File: src/rtl/pkt_steer_pkg.sv
`timescale 1ns/1ps
package pkt_steer_pkg;

  typedef enum logic [1:0] {
    stIdle  = 2'd0,
    stLen   = 2'd1,
    stBody  = 2'd2,
    stCheck = 2'd3
  } stateT;

  // strobes from control to datapath, valid for the current input byte
  typedef struct packed {
    logic latchAddr;  // address byte accepted
    logic fwd;        // byte belongs to a packet and is forwarded
    logic checkNow;   // check byte accepted
    logic lenBad;     // zero length count accepted
  } strobeT;

endpackage

File: src/rtl/pkt_steer_ctrl.sv
`timescale 1ns/1ps
module pkt_steer_ctrl
  import pkt_steer_pkg::*;
#(
  parameter int LENW = 6
) (
  input  logic            clk,
  input  logic            rstN,
  input  logic            inValid,
  input  logic            inSop,
  input  logic [LENW-1:0] lenField,
  output strobeT          stb
);

  localparam logic [LENW-1:0] CNT_ONE = LENW'(1);

  stateT           stateQ, stateNxt;
  logic [LENW-1:0] cntQ, cntNxt;

  always_comb begin
    stb      = '0;
    stateNxt = stateQ;
    cntNxt   = cntQ;
    stb.fwd  = inValid && ((stateQ != stIdle) || inSop);
    case (stateQ)
      stIdle: begin
        if (inValid && inSop) begin
          stb.latchAddr = 1'b1;
          stateNxt      = stLen;
        end
      end
      stLen: begin
        if (inValid) begin
          if (lenField == '0) begin
            stb.lenBad = 1'b1;
            stateNxt   = stIdle;
          end else begin
            cntNxt   = lenField;
            stateNxt = stBody;
          end
        end
      end
      stBody: begin
        if (inValid) begin
          cntNxt = cntQ - CNT_ONE;
          if (cntQ == CNT_ONE) stateNxt = stCheck;
        end
      end
      stCheck: begin
        if (inValid) begin
          stb.checkNow = 1'b1;
          stateNxt     = stIdle;
        end
      end
      default: stateNxt = stIdle;
    endcase
  end

  always_ff @(posedge clk) begin
    if (!rstN) begin
      stateQ <= stIdle;
      cntQ   <= '0;
    end else begin
      stateQ <= stateNxt;
      cntQ   <= cntNxt;
    end
  end

endmodule

File: src/rtl/pkt_steer_dpath.sv
`timescale 1ns/1ps
module pkt_steer_dpath
  import pkt_steer_pkg::*;
#(
  parameter int NPORT = 8,
  parameter int DW    = 8
) (
  input  logic                clk,
  input  logic                rstN,
  input  strobeT              stb,
  input  logic [DW-1:0]       inData,
  input  logic [NPORT*DW-1:0] portAddr,
  output logic [DW-1:0]       outData,
  output logic [NPORT-1:0]    outValid,
  output logic                pktDone,
  output logic                parityErr,
  output logic                pktDrop,
  output logic                lenErr
);

  logic [NPORT-1:0] hit;
  logic [NPORT-1:0] pick;
  logic             found;
  logic [NPORT-1:0] selQ;
  logic [DW-1:0]    parQ;

  // one comparator per port
  for (genvar g = 0; g < NPORT; g++) begin : gCmp
    assign hit[g] = (portAddr[g*DW +: DW] == inData);
  end

  // lowest index wins when addresses repeat
  always_comb begin
    pick  = '0;
    found = 1'b0;
    for (int i = 0; i < NPORT; i++) begin
      if (hit[i] && !found) begin
        pick[i] = 1'b1;
        found   = 1'b1;
      end
    end
  end

  always_ff @(posedge clk) begin
    if (!rstN) begin
      selQ      <= '0;
      parQ      <= '0;
      outData   <= '0;
      outValid  <= '0;
      pktDone   <= 1'b0;
      parityErr <= 1'b0;
      pktDrop   <= 1'b0;
      lenErr    <= 1'b0;
    end else begin
      if (stb.latchAddr) selQ <= pick;
      if (stb.latchAddr)      parQ <= inData;
      else if (stb.fwd)       parQ <= parQ ^ inData;
      if (stb.fwd) outData <= inData;
      if (!stb.fwd)           outValid <= '0;
      else if (stb.latchAddr) outValid <= pick;
      else                    outValid <= selQ;
      pktDone   <= stb.checkNow;
      parityErr <= stb.checkNow && (parQ != inData);
      pktDrop   <= stb.latchAddr && !found;
      lenErr    <= stb.lenBad;
    end
  end

endmodule

File: src/rtl/pkt_steer.sv
`timescale 1ns/1ps
module pkt_steer
  import pkt_steer_pkg::*;
#(
  parameter int NPORT = 8,
  parameter int DW    = 8,
  parameter int LENW  = 6
) (
  input  logic                clk,
  input  logic                rstN,
  input  logic                inValid,
  input  logic                inSop,
  input  logic [DW-1:0]       inData,
  input  logic [NPORT*DW-1:0] portAddr,
  output logic [DW-1:0]       outData,
  output logic [NPORT-1:0]    outValid,
  output logic                pktDone,
  output logic                parityErr,
  output logic                pktDrop,
  output logic                lenErr
);

  strobeT stb;

  pkt_steer_ctrl #(.LENW(LENW)) uCtrl (
    .clk      (clk),
    .rstN     (rstN),
    .inValid  (inValid),
    .inSop    (inSop),
    .lenField (inData[LENW-1:0]),
    .stb      (stb)
  );

  pkt_steer_dpath #(.NPORT(NPORT), .DW(DW)) uDpath (
    .clk       (clk),
    .rstN      (rstN),
    .stb       (stb),
    .inData    (inData),
    .portAddr  (portAddr),
    .outData   (outData),
    .outValid  (outValid),
    .pktDone   (pktDone),
    .parityErr (parityErr),
    .pktDrop   (pktDrop),
    .lenErr    (lenErr)
  );

endmodule

File: config.mk
export PLATFORM = sky130hd
export DESIGN_NAME = pkt_steer
export DESIGN_NICKNAME = d
export VERILOG_FILES = /design/src/rtl/pkt_steer_pkg.sv /design/src/rtl/pkt_steer_ctrl.sv /design/src/rtl/pkt_steer_dpath.sv /design/src/rtl/pkt_steer.sv
export SDC_FILE = /design/constraint.sdc
export NUM_CORES = 1
export LEC_CHECK = 0
export BUFFER_PORTS_ARGS = -buffer_cell sky130_fd_sc_hd__buf_2
export CORE_UTILIZATION = 40
export DETAILED_ROUTE_END_ITERATION = 12
export GPL_TIMING_DRIVEN = 1
export PLACE_DENSITY_LB_ADDON = 0.25
export SLEW_MARGIN = 10
export SYNTH_ARGS = -nofsm -noshare
export SYNTH_HDL_FRONTEND = slang
export SYNTH_SLANG_ARGS = --single-unit
File: constraint.sdc
create_clock -name clk -period 2.2 [get_ports clk]
set_clock_uncertainty 0.05 [all_clocks]
set_input_delay 0.44 -clock clk [delete_from_list [all_inputs] [get_ports clk]]
set_output_delay 0.44 -clock clk [all_outputs]
set_load 0.03 [all_outputs]
=== Word-level counts from Yosys, hierarchy flattened ===
Cells that the tools add are included.

* Logic and storage cells: 94
* Bits of input ports: 76
* Bits in registers: 44

* Add/sub/neg operators: 1
* Reductions and logical operators: 29
* Bitwise operators: 1
* Equality and inequality tests: 19
* Multiplexer cells: 34

{| class="wikitable"
|+ Operator list
! cell !! count
|-
| equality test 8 bit || 8
|-
| two-way mux 8 bit || 3
|-
| two-way mux 1 bit || 20
|-
| two-way mux 6 bit || 3
|-
| two-way mux 2 bit || 6
|-
| case mux 6 bit (2 select lines) || 1
|-
| logical AND 1 bit || 11
|-
| zero test 1 bit || 8
|-
| != test 2 bit (second input constant) || 4
|-
| != test 8 bit || 1
|-
| case mux 2 bit (4 select lines) || 1
|-
| XOR 8 bit || 1
|-
| equality test 6 x 1 -> 1 bit (second input constant) || 1
|-
| zero test 6 bit || 1
|-
| nonzero test 2 bit || 3
|-
| subtractor 6 x 1 -> 6 bit (second input constant) || 1
|-
| AND reduction 5 bit || 1
|-
| equality test 2 bit (second input constant) || 2
|-
| != test 2 x 1 -> 1 bit (second input constant) || 2
|-
| AND reduction 4 bit || 1
|-
| AND reduction 3 bit || 1
|-
| equality test 2 x 1 -> 1 bit (second input constant) || 1
|-
| zero test 2 bit || 1
|-
| AND reduction 2 bit || 1
|-
| logical OR 1 bit || 1
|}

=== Depth between registers and ports, before layout ===
Gate-level depths: netlist of run 1.

* Depth after elaboration: 25
* Mapped depth: 8
* Gate-level depth less buffers: 6

=== Hierarchy ===
A second synthesis of run 1 with hierarchy kept.

* Cell total of the unflattened synthesis: 327
* Area total of the unflattened synthesis: 2776.4 um2

{| class="wikitable"
|+ By module, submodules not included
! module !! cells each !! area each (um2) !! instances
|-
| pkt_steer_dpath || 248 || 2138.3 || 1
|-
| pkt_steer_ctrl || 79 || 638.1 || 1
|}

=== Least setup slack after synthesis of run 1 ===
No wires, ideal clock.

* Path kind: input to register
* From: input port inData[2]
* To: register uCtrl.cntQ[3]
* Slack: 275 ps
* Stages: 7
* Data required time: 2031 ps
* Arrival time: 1756 ps
* Cell sequence: or4_1 nor3_2 nor3b_1 o21ai_2 buf_4 a21oi_1 o221a_1

* Longest elaborated chain between the ends: 3

{| class="wikitable"
|+ Ends and longest elaborated chain
! what !! RTL line !! RTL
|-
| from (decl) || pkt_steer.sv:13 || <nowiki>input logic [DW-1:0] inData,</nowiki>
|-
| zero test 6 bit || pkt_steer_ctrl.sv:34 || <nowiki>if (lenField == '0) begin</nowiki>
|-
| != test 2 bit (no source line) || - ||
|-
| AND reduction 4 bit (no source line) || - ||
|-
| to (signal assigned) || pkt_steer_ctrl.sv:65 || <nowiki>cntQ <= cntNxt;</nowiki>
|-
| to (decl) || pkt_steer_ctrl.sv:18 || <nowiki>logic [LENW-1:0] cntQ, cntNxt;</nowiki>
|}

Every way passes these cells.
A chain may end at the register's enable or synchronous reset.

=== Worst setup path after layout of run 1 ===
* From: input port inData[2]
* To: register uDpath.selQ[4]

* Longest elaborated chain between the ends: 15
* Elaborated cells between the ends (all ways): 19
* Those cells by class: 5 x eq/ne; 6 x mux; 8 x reduce/logical

{| class="wikitable"
|+ Ends and longest elaborated chain
! what !! RTL line !! RTL
|-
| equality test 8 bit || pkt_steer_dpath.sv:29 || <nowiki>assign hit[g] = (portAddr[g*DW +: DW] == inData);</nowiki>
|-
| two-way mux 1 bit || pkt_steer_dpath.sv:37 || <nowiki>if (hit[i] && !found) begin</nowiki>
|-
| zero test 1 bit || pkt_steer_dpath.sv:37 ||
|-
| logical AND 1 bit || pkt_steer_dpath.sv:37 ||
|-
| two-way mux 1 bit || pkt_steer_dpath.sv:37 ||
|-
| zero test 1 bit || pkt_steer_dpath.sv:37 ||
|-
| logical AND 1 bit || pkt_steer_dpath.sv:37 ||
|-
| two-way mux 1 bit || pkt_steer_dpath.sv:37 ||
|-
| zero test 1 bit || pkt_steer_dpath.sv:37 ||
|-
| logical AND 1 bit || pkt_steer_dpath.sv:37 ||
|-
| two-way mux 1 bit || pkt_steer_dpath.sv:37 ||
|-
| zero test 1 bit || pkt_steer_dpath.sv:37 ||
|-
| logical AND 1 bit * || pkt_steer_dpath.sv:37 ||
|-
| two-way mux 1 bit * || pkt_steer_dpath.sv:37 ||
|-
| two-way mux 8 bit * || - ||
|-
| to (signal assigned) || pkt_steer_dpath.sv:55 || <nowiki>if (stb.latchAddr) selQ <= pick;</nowiki>
|-
| to (decl) || pkt_steer_dpath.sv:24 || <nowiki>logic [NPORT-1:0] selQ;</nowiki>
|}

Mark *: on every way between the ends. The rest lies on a longest branch, timed or not.

==> flow_metrics.py, run 1 <==
metrics = {
    "clocking": {
        "cts_hold_buf": 0,
        "postCtsSetupBuffers": 0,
        "cts_buffers": 5,
        "cts.sinks": 44,
        "cts_resized": 0,
        "ctsHtreeMaxLevel": 2,
        "cts_root_buffer": "clkbuf_8",
        "cts_tree": "yes",
        "clk_pin_slew_ps": 90,
        "clk_path_buf_depth": 2,
        "clk_latency_ps": 300,
    },
    "global_routing": {
        "grt_overflow": 0,
        "antenna_found_initial": 0,
        "grt_start_max_net_pins": 27,
        "grt_util_all_layers": 0.2075,
        "grt_pass1_wl_um": 11590,
        "grt_pass1_vias": 2496,
    },
    "synthesis": {
        "synth_ff_type": "dfxtp_1",
        "synth.cell_area_um2": 2670,
        "synth-async-reset-ratio": 0,
        "yosysTopAreaCell": "dfxtp_1",
        "yosysTopAreaCellShare": 0.3299,
        "ys_types": 46,
        "yosysSeqAreaShare": 0.3299,
        "synth_area_leaders": "dfxtp_1 (33%), xor2_1 (16%), xnor2_1 (10%), nand2_1 (6.3%), a21boi_0 (3.1%)",
        "syn-num-nets": 393,
        "syn_avg_cell_area_um2": 8.476,
        "yosysWarnings": 0,
        "ys_seq_elements": 44,
        "synth_edf_count": 0,
        "synthCells": 315,
    },
    "timing": {
        "max_freq_mhz": 529.4,
        "final_hold_viol_count": 0,
        "rsz0062_at_grt": "no",
        "tightestPinTransition_ps": 443.1,
        "finalSetupViolCount": 0,
        "period_share": 0.8587,
        "min_period_ps": 1889,
        "slew_headroom": 0.7019,
        "finalMaxSlewViolations": 0,
    },
    "worst_setup_path": {
        "critPathKind": "input pin to register",
        "cp_top_family": "simple AND/OR/NAND/NOR gates",
        "slowest_delay_ps": 340,
        "start_kind": "input pin",
        "crit_top_cell": "buf_4",
        "cp_data_arrival_time_ps": 2030,
        "crit_fanout": 11,
        "crit_required_ps": 2340,
        "path_cells": "buf_2 -> buf_4 -> xor2_1 -> nor4_1 -> buf_4 -> a21oi_1 -> and4_1 -> a22oi_1 -> nor2b_1",
        "crit_slowest_cell": "nor4_1",
        "path_buf_inv": 3,
        "setup.worst_path.end_class": "register",
    },
    "detailed_routing": {
        "drc": 0,
        "avgRoutedWirePerCell_um": 14.23,
        "vias": 2455,
        "totalWireLength_um": 7029,
        "viasPerCell": 4.970,
        "ant_nets": 0,
        "drtPass1Iterations": 4,
        "drt_iter0_markers": 87,
    },
    "flow_run": {
        "drv_cap": 0,
    },
    "cells_and_area": {
        "drive_above_1_share": 0.3046,
        "final_cells": 494,
        "area_growth_pct": 25.63,
        "nets": 494,
        "diodes": 0,
    },
    "die": {
        "pin_count": 96,
        "start_util": 0.4181,
        "die_area_um2": 7006,
        "die_y_um": 83.70,
        "core_area_um2": 6386,
        "rows": 29,
        "die_x_um": 83.70,
    },
    "power": {
        "peakVddDrop_mv": 0.2820,
        "p_per_area_nw_per_um2": 529.3,
        "leakagePower_nw": 1.445,
        "p_total_mw": 1.776,
    },
    "outcome": {
        "outcome": "completed",
    },
    "place": {
        "port_buffers": 95,
        "dp_cells": 486,
        "dp_hpwl_um": 5374,
        "place_congestion": 0.8261,
    },
    "worst_hold_path": {
        "min_path_type": "register to register",
    },
}
==> final cells by class <==
class / count / area (um2)
sequential: 44 / 880.8
timing repair buffer: 114 / 618.1
fill: 639 / 3032
tap: 77 / 96.34
clock buffer: 5 / 68.82
multi-input combinational: 246 / 1650
inverter: 5 / 18.77
clock inverter: 3 / 21.27
==> worst min-delay path: cells and delay by family, from the launching register on <==
family          cells  cell delay [ps]
flops               1              310
simple gates        1               60
compound gates      1               50
==> cells in the mapped netlist (2+ instances only) <==
master	n
inv_1	4
xor2_1	48
nor2b_1	6
clkbuf_1	6
dfxtp_1	44
a21oi_1	7
o31ai_1	2
a41oi_1	2
xnor2_1	32
nand4_1	9
buf_1	2
a21boi_0	11
buf_6	2
nor3b_1	2
o21ai_0	3
o21ai_1	2
a22oi_1	2
nand2b_1	4
nor2_1	20
o31a_1	2
and2_1	11
buf_4	7
ha_1	2
nand3_1	4
nand2_1	45
buf_2	3
o221a_1	3
nor4_1	9
a21boi_1	2
nor3_1	3
==> sequential cells by signal, summed over array words and instances (netlist names), named ones only <==
register          flops
uDpath.parityErr      1
uDpath.parQ           8
uDpath.outValid       8
uDpath.selQ           8
uDpath.outData        8
uDpath.pktDone        1
uCtrl.cntQ            6
uCtrl.stateQ          1
uDpath.lenErr         1
uDpath.pktDrop        1
==> metal layers <==
| layer | GRT usage | wire, um | vias up |
|---|---|---|---|
| met3 | 0.03858 | 459 | 7 |
| met2 | 0.3577 | 3265 | 88 |
| met4 | 0.06163 | 75 | 0 |
| met1 | 0.2622 | 3228 | 1110 |
| li1 | - | - | 1250 |
| met5 | 0 | 0 | - |
==> cell families (layout without fill, tap and decap cells) <==
logic type,after synthesis,in the layout,share of synthesized area
DFF,44,44,0.3299
adders and majority gates,2,2,0.009371
AOI/OAI and AO/OA,41,41,0.1129
and+or+nand+nor,123,123,0.2334
xor gates and xnor gates,80,80,0.2624
buffers and inverters,25,127,0.05201
==> where the power goes <==
| part | total (mW) | internal [mW] | switching (mW) |
|---|---|---|---|
| clock network | 0.517 | 0.225 | 0.292 |
| logic | 0.415 | 0.196 | 0.219 |
| registers | 0.843 | 0.823 | 0.0203 |
==> per-stage QoR <==
step                      setup TNS, ps  hold WS (ps)  worst slack, ps  instance area (um2)  utilization
after floorplan                       0         382.1            274.9                 2670            -
after global placement                0         389.5            15.17                 3264       0.5112
after detailed placement         -110.3         401.3           -35.37                 3264       0.5112
after CTS                             0         412.6            289.9                 3354       0.5253
after global routing                  0         438.6            163.2                 3354       0.5253
final                                 0         409.4            311.0                 3354       0.5253
==> path summary, 6_finish.rpt <==
path / startpoint / endpoint / slack [ps] / depth (start not counted)
min: uDpath.selQ[1] / uDpath.selQ[1] / 410 / 2
max reg2reg: register / uDpath.outValid[7] / 510 / 6
max: inData[2] / uDpath.selQ[4] / 310 / 9
min reg2reg: uDpath.selQ[1] / uDpath.selQ[1] / 410 / 2
==> cells in the final DEF, fill, tap and decap left out, types with 6 or more instances in the layout <==
master	count
xnor2_1	32
dfxtp_1	44
and2_1	11
nand4_1	9
buf_4	19
a21oi_1	7
buf_2	95
nor2_1	20
nor4_1	9
nor2b_1	6
nand2_1	45
xor2_1	48
a21boi_0	11
Note: power is estimated with default switching activity, not from simulation.
==> run 2: changes to the inputs <==
==> constraint.sdc (replaced) <==
create_clock -name clk -period 2.2 [get_ports clk]
set_clock_uncertainty 0.05 [all_clocks]
set_input_delay 0.11 -clock clk [delete_from_list [all_inputs] [get_ports clk]]
set_output_delay 0.11 -clock clk [all_outputs]
set_load 0.03 [all_outputs]
==> run 2 against run 1 <==
  * Die area unchanged
  * Cell count shrank 1.6%
  * Routed wire length grew 1.1%
  * Sequential cell count stayed put
  * Sequential power about the same
  * Largest cell class unchanged
==> flow_metrics.py, run 2 (synthesis gave the netlist of run 1 again) <==
metrics = {
    "outcome": {
        "outcome": "completed",
    },
    "cells_and_area": {
        "final_cells": 486,
        "drive_above_1_share": 0.2910,
        "area_growth_pct": 24.74,
        "nets": 486,
        "diodes": 0,
        "final_cell_mix": "buf_2 (95), xor2_1 (48), nand2_1 (45)",
        "final_core_util": 0.5216,
        "layout_commonest_cell": "buf_2",
    },
    "detailed_routing": {
        "totalWireLength_um": 7103,
        "drtPass1Iterations": 4,
        "avgRoutedWirePerCell_um": 14.62,
        "vias": 2445,
        "drt_iter0_markers": 114,
        "drc": 0,
        "viasPerCell": 5.031,
        "ant_nets": 0,
    },
    "clocking": {
        "ctsHtreeMaxLevel": 2,
        "cts.sinks": 44,
        "clk_pin_slew_ps": 80,
        "postCtsSetupBuffers": 0,
        "cts_root_buffer": "clkbuf_8",
        "clk_path_buf_depth": 2,
        "cts_resized": 0,
        "cts_buffers": 5,
        "clk_latency_ps": 290,
        "cts_tree": "yes",
        "cts_hold_buf": 0,
    },
    "die": {
        "die_area_um2": 7006,
        "die_x_um": 83.70,
        "core_area_um2": 6386,
        "pin_count": 96,
        "die_y_um": 83.70,
        "rows": 29,
        "start_util": 0.4181,
    },
    "worst_setup_path": {
        "crit_required_ps": 2380,
        "crit_fanout": 10,
        "path_cells": "nor2_1 -> nand3_1 -> a21oi_1 -> and4_1 -> nand3_1 -> a21oi_1",
        "critPathKind": "register to register",
        "start_kind": "register",
        "crit_slowest_cell": "dfxtp_1",
        "setup.worst_path.end_class": "register",
        "slowest_delay_ps": 420,
        "reg2reg_setup_slack_ps": 510,
        "cp_data_arrival_time_ps": 1870,
    },
    "global_routing": {
        "grt.busiest_layer": "met2",
        "grt_util_all_layers": 0.2090,
        "use_met2": 0.3326,
        "grt_util_met1": 0.2815,
        "antenna_found_initial": 0,
        "grtUsageMet3": 0.04154,
        "grt_start_max_net_pins": 27,
        "grt_pass1_wl_um": 11410,
        "grt_overflow": 0,
        "grt_pass1_vias": 2327,
    },
    "power": {
        "power_frac_comb": 0.213,
        "power.internal_mw": 1.411,
        "power_frac_seq": 0.439,
        "peakVddDrop_mv": 0.3348,
        "pwr-share-clk": 0.348,
        "netSwitchingFraction": 0.2658,
        "leakagePower_nw": 1.428,
        "p_switching_mw": 0.5108,
        "p_per_area_nw_per_um2": 576.9,
    },
    "timing": {
        "tightestPinTransition_ps": 462.8,
        "min_period_ps": 1687,
        "max_freq_mhz": 592.8,
        "final_hold_viol_count": 0,
        "rsz0062_at_grt": "no",
        "finalMaxSlewViolations": 0,
        "tns_ps": 0,
        "slew_headroom": 0.6886,
        "finalSetupViolCount": 0,
        "final.setup.worst_slack_ps": 513.2,
        "period_share": 0.7667,
    },
    "flow_run": {
        "drv_cap": 0,
    },
    "worst_hold_path": {
        "min_path_type": "input pin to register",
    },
    "place": {
        "place_congestion": 0.8943,
        "dp_cells": 478,
        "pre_cts_ws_ps": 228.3,
        "port_buffers": 95,
        "dp_hpwl_um": 5425,
    },
}
==> run 2: worst paths after layout <==
check | start | end | cells after the start
hold reg to reg | uDpath.selQ[1] | uDpath.selQ[1] | 2
setup / recovery | register | uDpath.outValid[7] | 6
hold / removal | rstN | uDpath.selQ[2] | 2
setup reg to reg | register | uDpath.outValid[7] | 6
==> run 2: metrics by stage <==
stage / total power [mW] / area, um2 / hold slack, ps
after global routing: 2.013 / 3331 / 105.8
final: 1.922 / 3331 / 100.2
after global placement: 1.265 / 3204 / 387.6
after floorplan: 1.124 / 2670 / 310.1
after detailed placement: 1.270 / 3204 / 396.1
after CTS: 1.932 / 3331 / 102.9
==> run 2: cell type report <==
class | count | area (um2)
Inverter | 5 | 18.77
Sequential cell | 44 | 880.8
Multi-Input combinational cell | 246 | 1650
Clock buffer | 7 | 96.34
Fill cell | 619 | 3055
Tap cell | 77 | 96.34
Clock inverter | 1 | 30.03
Timing Repair Buffer | 106 | 558.0
==> run 2: power by group through the flow <==
stage / Sequential [mW] / Clock [mW] / Combinational [mW]
global route: 0.847 / 0.715 / 0.450
floorplan: 0.873 / 0 / 0.250
finish: 0.844 / 0.669 / 0.409
CTS: 0.844 / 0.677 / 0.411
detailed placement: 0.862 / 0 / 0.408
global placement: 0.861 / 0 / 0.404
==> run 2: routing by layer <==
metal,share of wire,vias up
li1,-,1236
met1,0.45,1097
met2,0.46,104
met3,0.078,8
met4,0.013,0
met5,0,-
==> run 2: worst max-delay path: cells and delay by family, from the launching register on <==
family / cells / cell delay [ps]
AO/OA/AOI/OAI: 2 / 340
flip-flops: 1 / 420
AND/OR/NAND/NOR: 4 / 810
==> run 3: changes to the inputs <==
==> constraint.sdc (replaced) <==
create_clock -name clk -period 1.6 [get_ports clk]
set_clock_uncertainty 0.05 [all_clocks]
set_input_delay 0.08 -clock clk [delete_from_list [all_inputs] [get_ports clk]]
set_output_delay 0.08 -clock clk [all_outputs]
set_load 0.03 [all_outputs]
==> run 3 against run 2 <==
  * Total power grew 31%
  * Critical path type is now input pin to register
  * Die area is the same
  * Final area grew 6.7%
==> flow_metrics.py, run 3 (synthesis gave the netlist of run 1 again) <==
metrics = {
    "outcome": {
        "outcome": "completed",
    },
    "die": {
        "die_area_um2": 7006,
        "core_area_um2": 6386,
        "start_util": 0.4181,
        "rows": 29,
        "pin_count": 96,
        "die_x_um": 83.70,
        "die_y_um": 83.70,
    },
    "timing": {
        "final_hold_viol_count": 0,
        "period_share": 0.9482,
        "finalSetupViolCount": 0,
        "finalMaxSlewViolations": 0,
        "tightestPinTransition_ps": 348.7,
        "rsz0062_at_grt": "no",
        "max_freq_mhz": 659.2,
        "slew_headroom": 0.7643,
        "min_period_ps": 1517,
    },
    "power": {
        "p_switching_mw": 0.7390,
        "netSwitchingFraction": 0.2931,
        "leakagePower_nw": 1.553,
        "p_per_area_nw_per_um2": 709.3,
        "peakVddDrop_mv": 0.4814,
        "power.internal_mw": 1.782,
        "pwr-share-clk": 0.295,
        "power_frac_comb": 0.246,
        "power_frac_seq": 0.459,
    },
    "clocking": {
        "cts_tree": "yes",
        "clk_path_buf_depth": 2,
        "cts.sinks": 44,
        "clk_latency_ps": 300,
        "ctsHtreeMaxLevel": 2,
        "clk_pin_slew_ps": 80,
        "cts_root_buffer": "clkbuf_8",
        "cts_hold_buf": 0,
        "cts_buffers": 5,
    },
    "cells_and_area": {
        "nets": 512,
        "drive_above_1_share": 0.3517,
        "num-fill-cells": 613,
        "final_cells": 512,
        "diodes": 0,
        "layout_commonest_cell": "buf_2",
        "final_design_area_no_fill_um2": 3555,
        "final_cell_mix": "buf_2 (95), xor2_1 (48), nand2_1 (45)",
        "area_growth_pct": 33.13,
    },
    "worst_setup_path": {
        "crit_fanout": 8,
        "timing.rr.end": "uDpath.outValid[7]",
        "critPathKind": "input pin to register",
        "crit_required_ps": 1800,
        "setup.worst_path.end_class": "register",
        "reg2regPathDepth": 6,
        "start_kind": "input pin",
        "reg2reg_setup_slack_ps": 130,
        "cp_data_arrival_time_ps": 1720,
    },
    "worst_hold_path": {
        "min_path_type": "input pin to register",
        "min-delay-start": "rstN",
        "min_to": "uCtrl.cntQ[3]",
        "hold_path_depth": 2,
    },
    "detailed_routing": {
        "totalWireLength_um": 7463,
        "vias": 2518,
        "drc": 0,
        "avgRoutedWirePerCell_um": 14.58,
        "ant_nets": 0,
        "drt_iter0_markers": 60,
        "drtPass1Iterations": 4,
        "viasPerCell": 4.918,
    },
    "global_routing": {
        "grt_util_all_layers": 0.2133,
        "grt_start_max_net_pins": 26,
        "grt_pass1_vias": 2503,
        "antenna_found_initial": 0,
        "grt_overflow": 0,
        "grt_pass1_wl_um": 11790,
    },
    "place": {
        "dp_cells": 504,
        "place_area_um2": 3412,
        "place_congestion": 0.8278,
        "dp_hpwl_um": 5755,
        "port_buffers": 95,
    },
    "flow_run": {
        "drv_cap": 0,
    },
}
==> run 3: cell count changes in the layout (fill, tap and decap cells not counted), moves of 2 or more <==
cell / change
buf_4: +24
clkinvlp_4: +2
nor2_1: -2
nor2_2: +2
==> run 3: power by group through the flow <==
stage               clock network, mW  registers, mW  logic (mW)
floorplan                           0           1.20       0.345
detailed placement                  0           1.18       0.607
CTS                             0.760           1.16       0.611
global route                    0.807           1.16       0.681
finish                          0.745           1.16       0.620
global placement                    0           1.18       0.602
==> run 3: worst max-delay path by stage <==
stage                   start                 end  cells past startpoint
floorplan            register  uDpath.outValid[1]                      7
global placement    inData[3]      uDpath.selQ[4]                      9
detailed placement  inData[2]      uDpath.selQ[4]                      9
CTS                  register  uDpath.outValid[7]                      6
global route        inData[3]      uDpath.selQ[4]                      9
finish              inData[3]  uDpath.outValid[1]                      8
==> run 3: stage by stage <==
step	util	hold slack, ps	TNS, ps	setup WS (ps)	power, mW
after floorplan	-	280.1	0	20.75	1.546
after global placement	0.5343	384.3	-2799	-249.7	1.782
after detailed placement	0.5343	393.0	-3068	-248.3	1.788
after CTS	0.5496	73.40	0	37.68	2.526
after global routing	0.5566	106.7	0	11.11	2.651
final	0.5566	98.17	0	82.90	2.521
==> run 3: cell type report <==
cell class | instances | area [um2] | share of cell area
tap | 77 | 96.34 | 0.02710
multi-input combinational | 246 | 1690 | 0.4755
sequential | 44 | 882.1 | 0.2482
clock buffer | 6 | 82.58 | 0.02323
timing repair buffer | 132 | 769.5 | 0.2165
clock inverter | 2 | 15.01 | 0.004224
inverter | 5 | 18.77 | 0.005280
==> run 3: worst max-delay path: stages <==
cell	delay, ps
buf_2	110
buf_4	180
xor2_1	160
nor4_1	300
nand2_1	190
or3b_1	400
a21boi_2	160
and2_1	130
==> run 3: timing repair <==
action	4_1_cts	5_1_grt
buffers inserted	0	0
endpoints found under the setup margin	0	18
gates resized for setup	0	11
==> run 3: layer usage <==
metal	global-route usage	routed length [um]	vias up
met5	0	0	-
li1	-	-	1282
met4	0.05393	72	0
met1	0.2563	3422	1149
met3	0.03759	394	6
met2	0.3902	3574	81
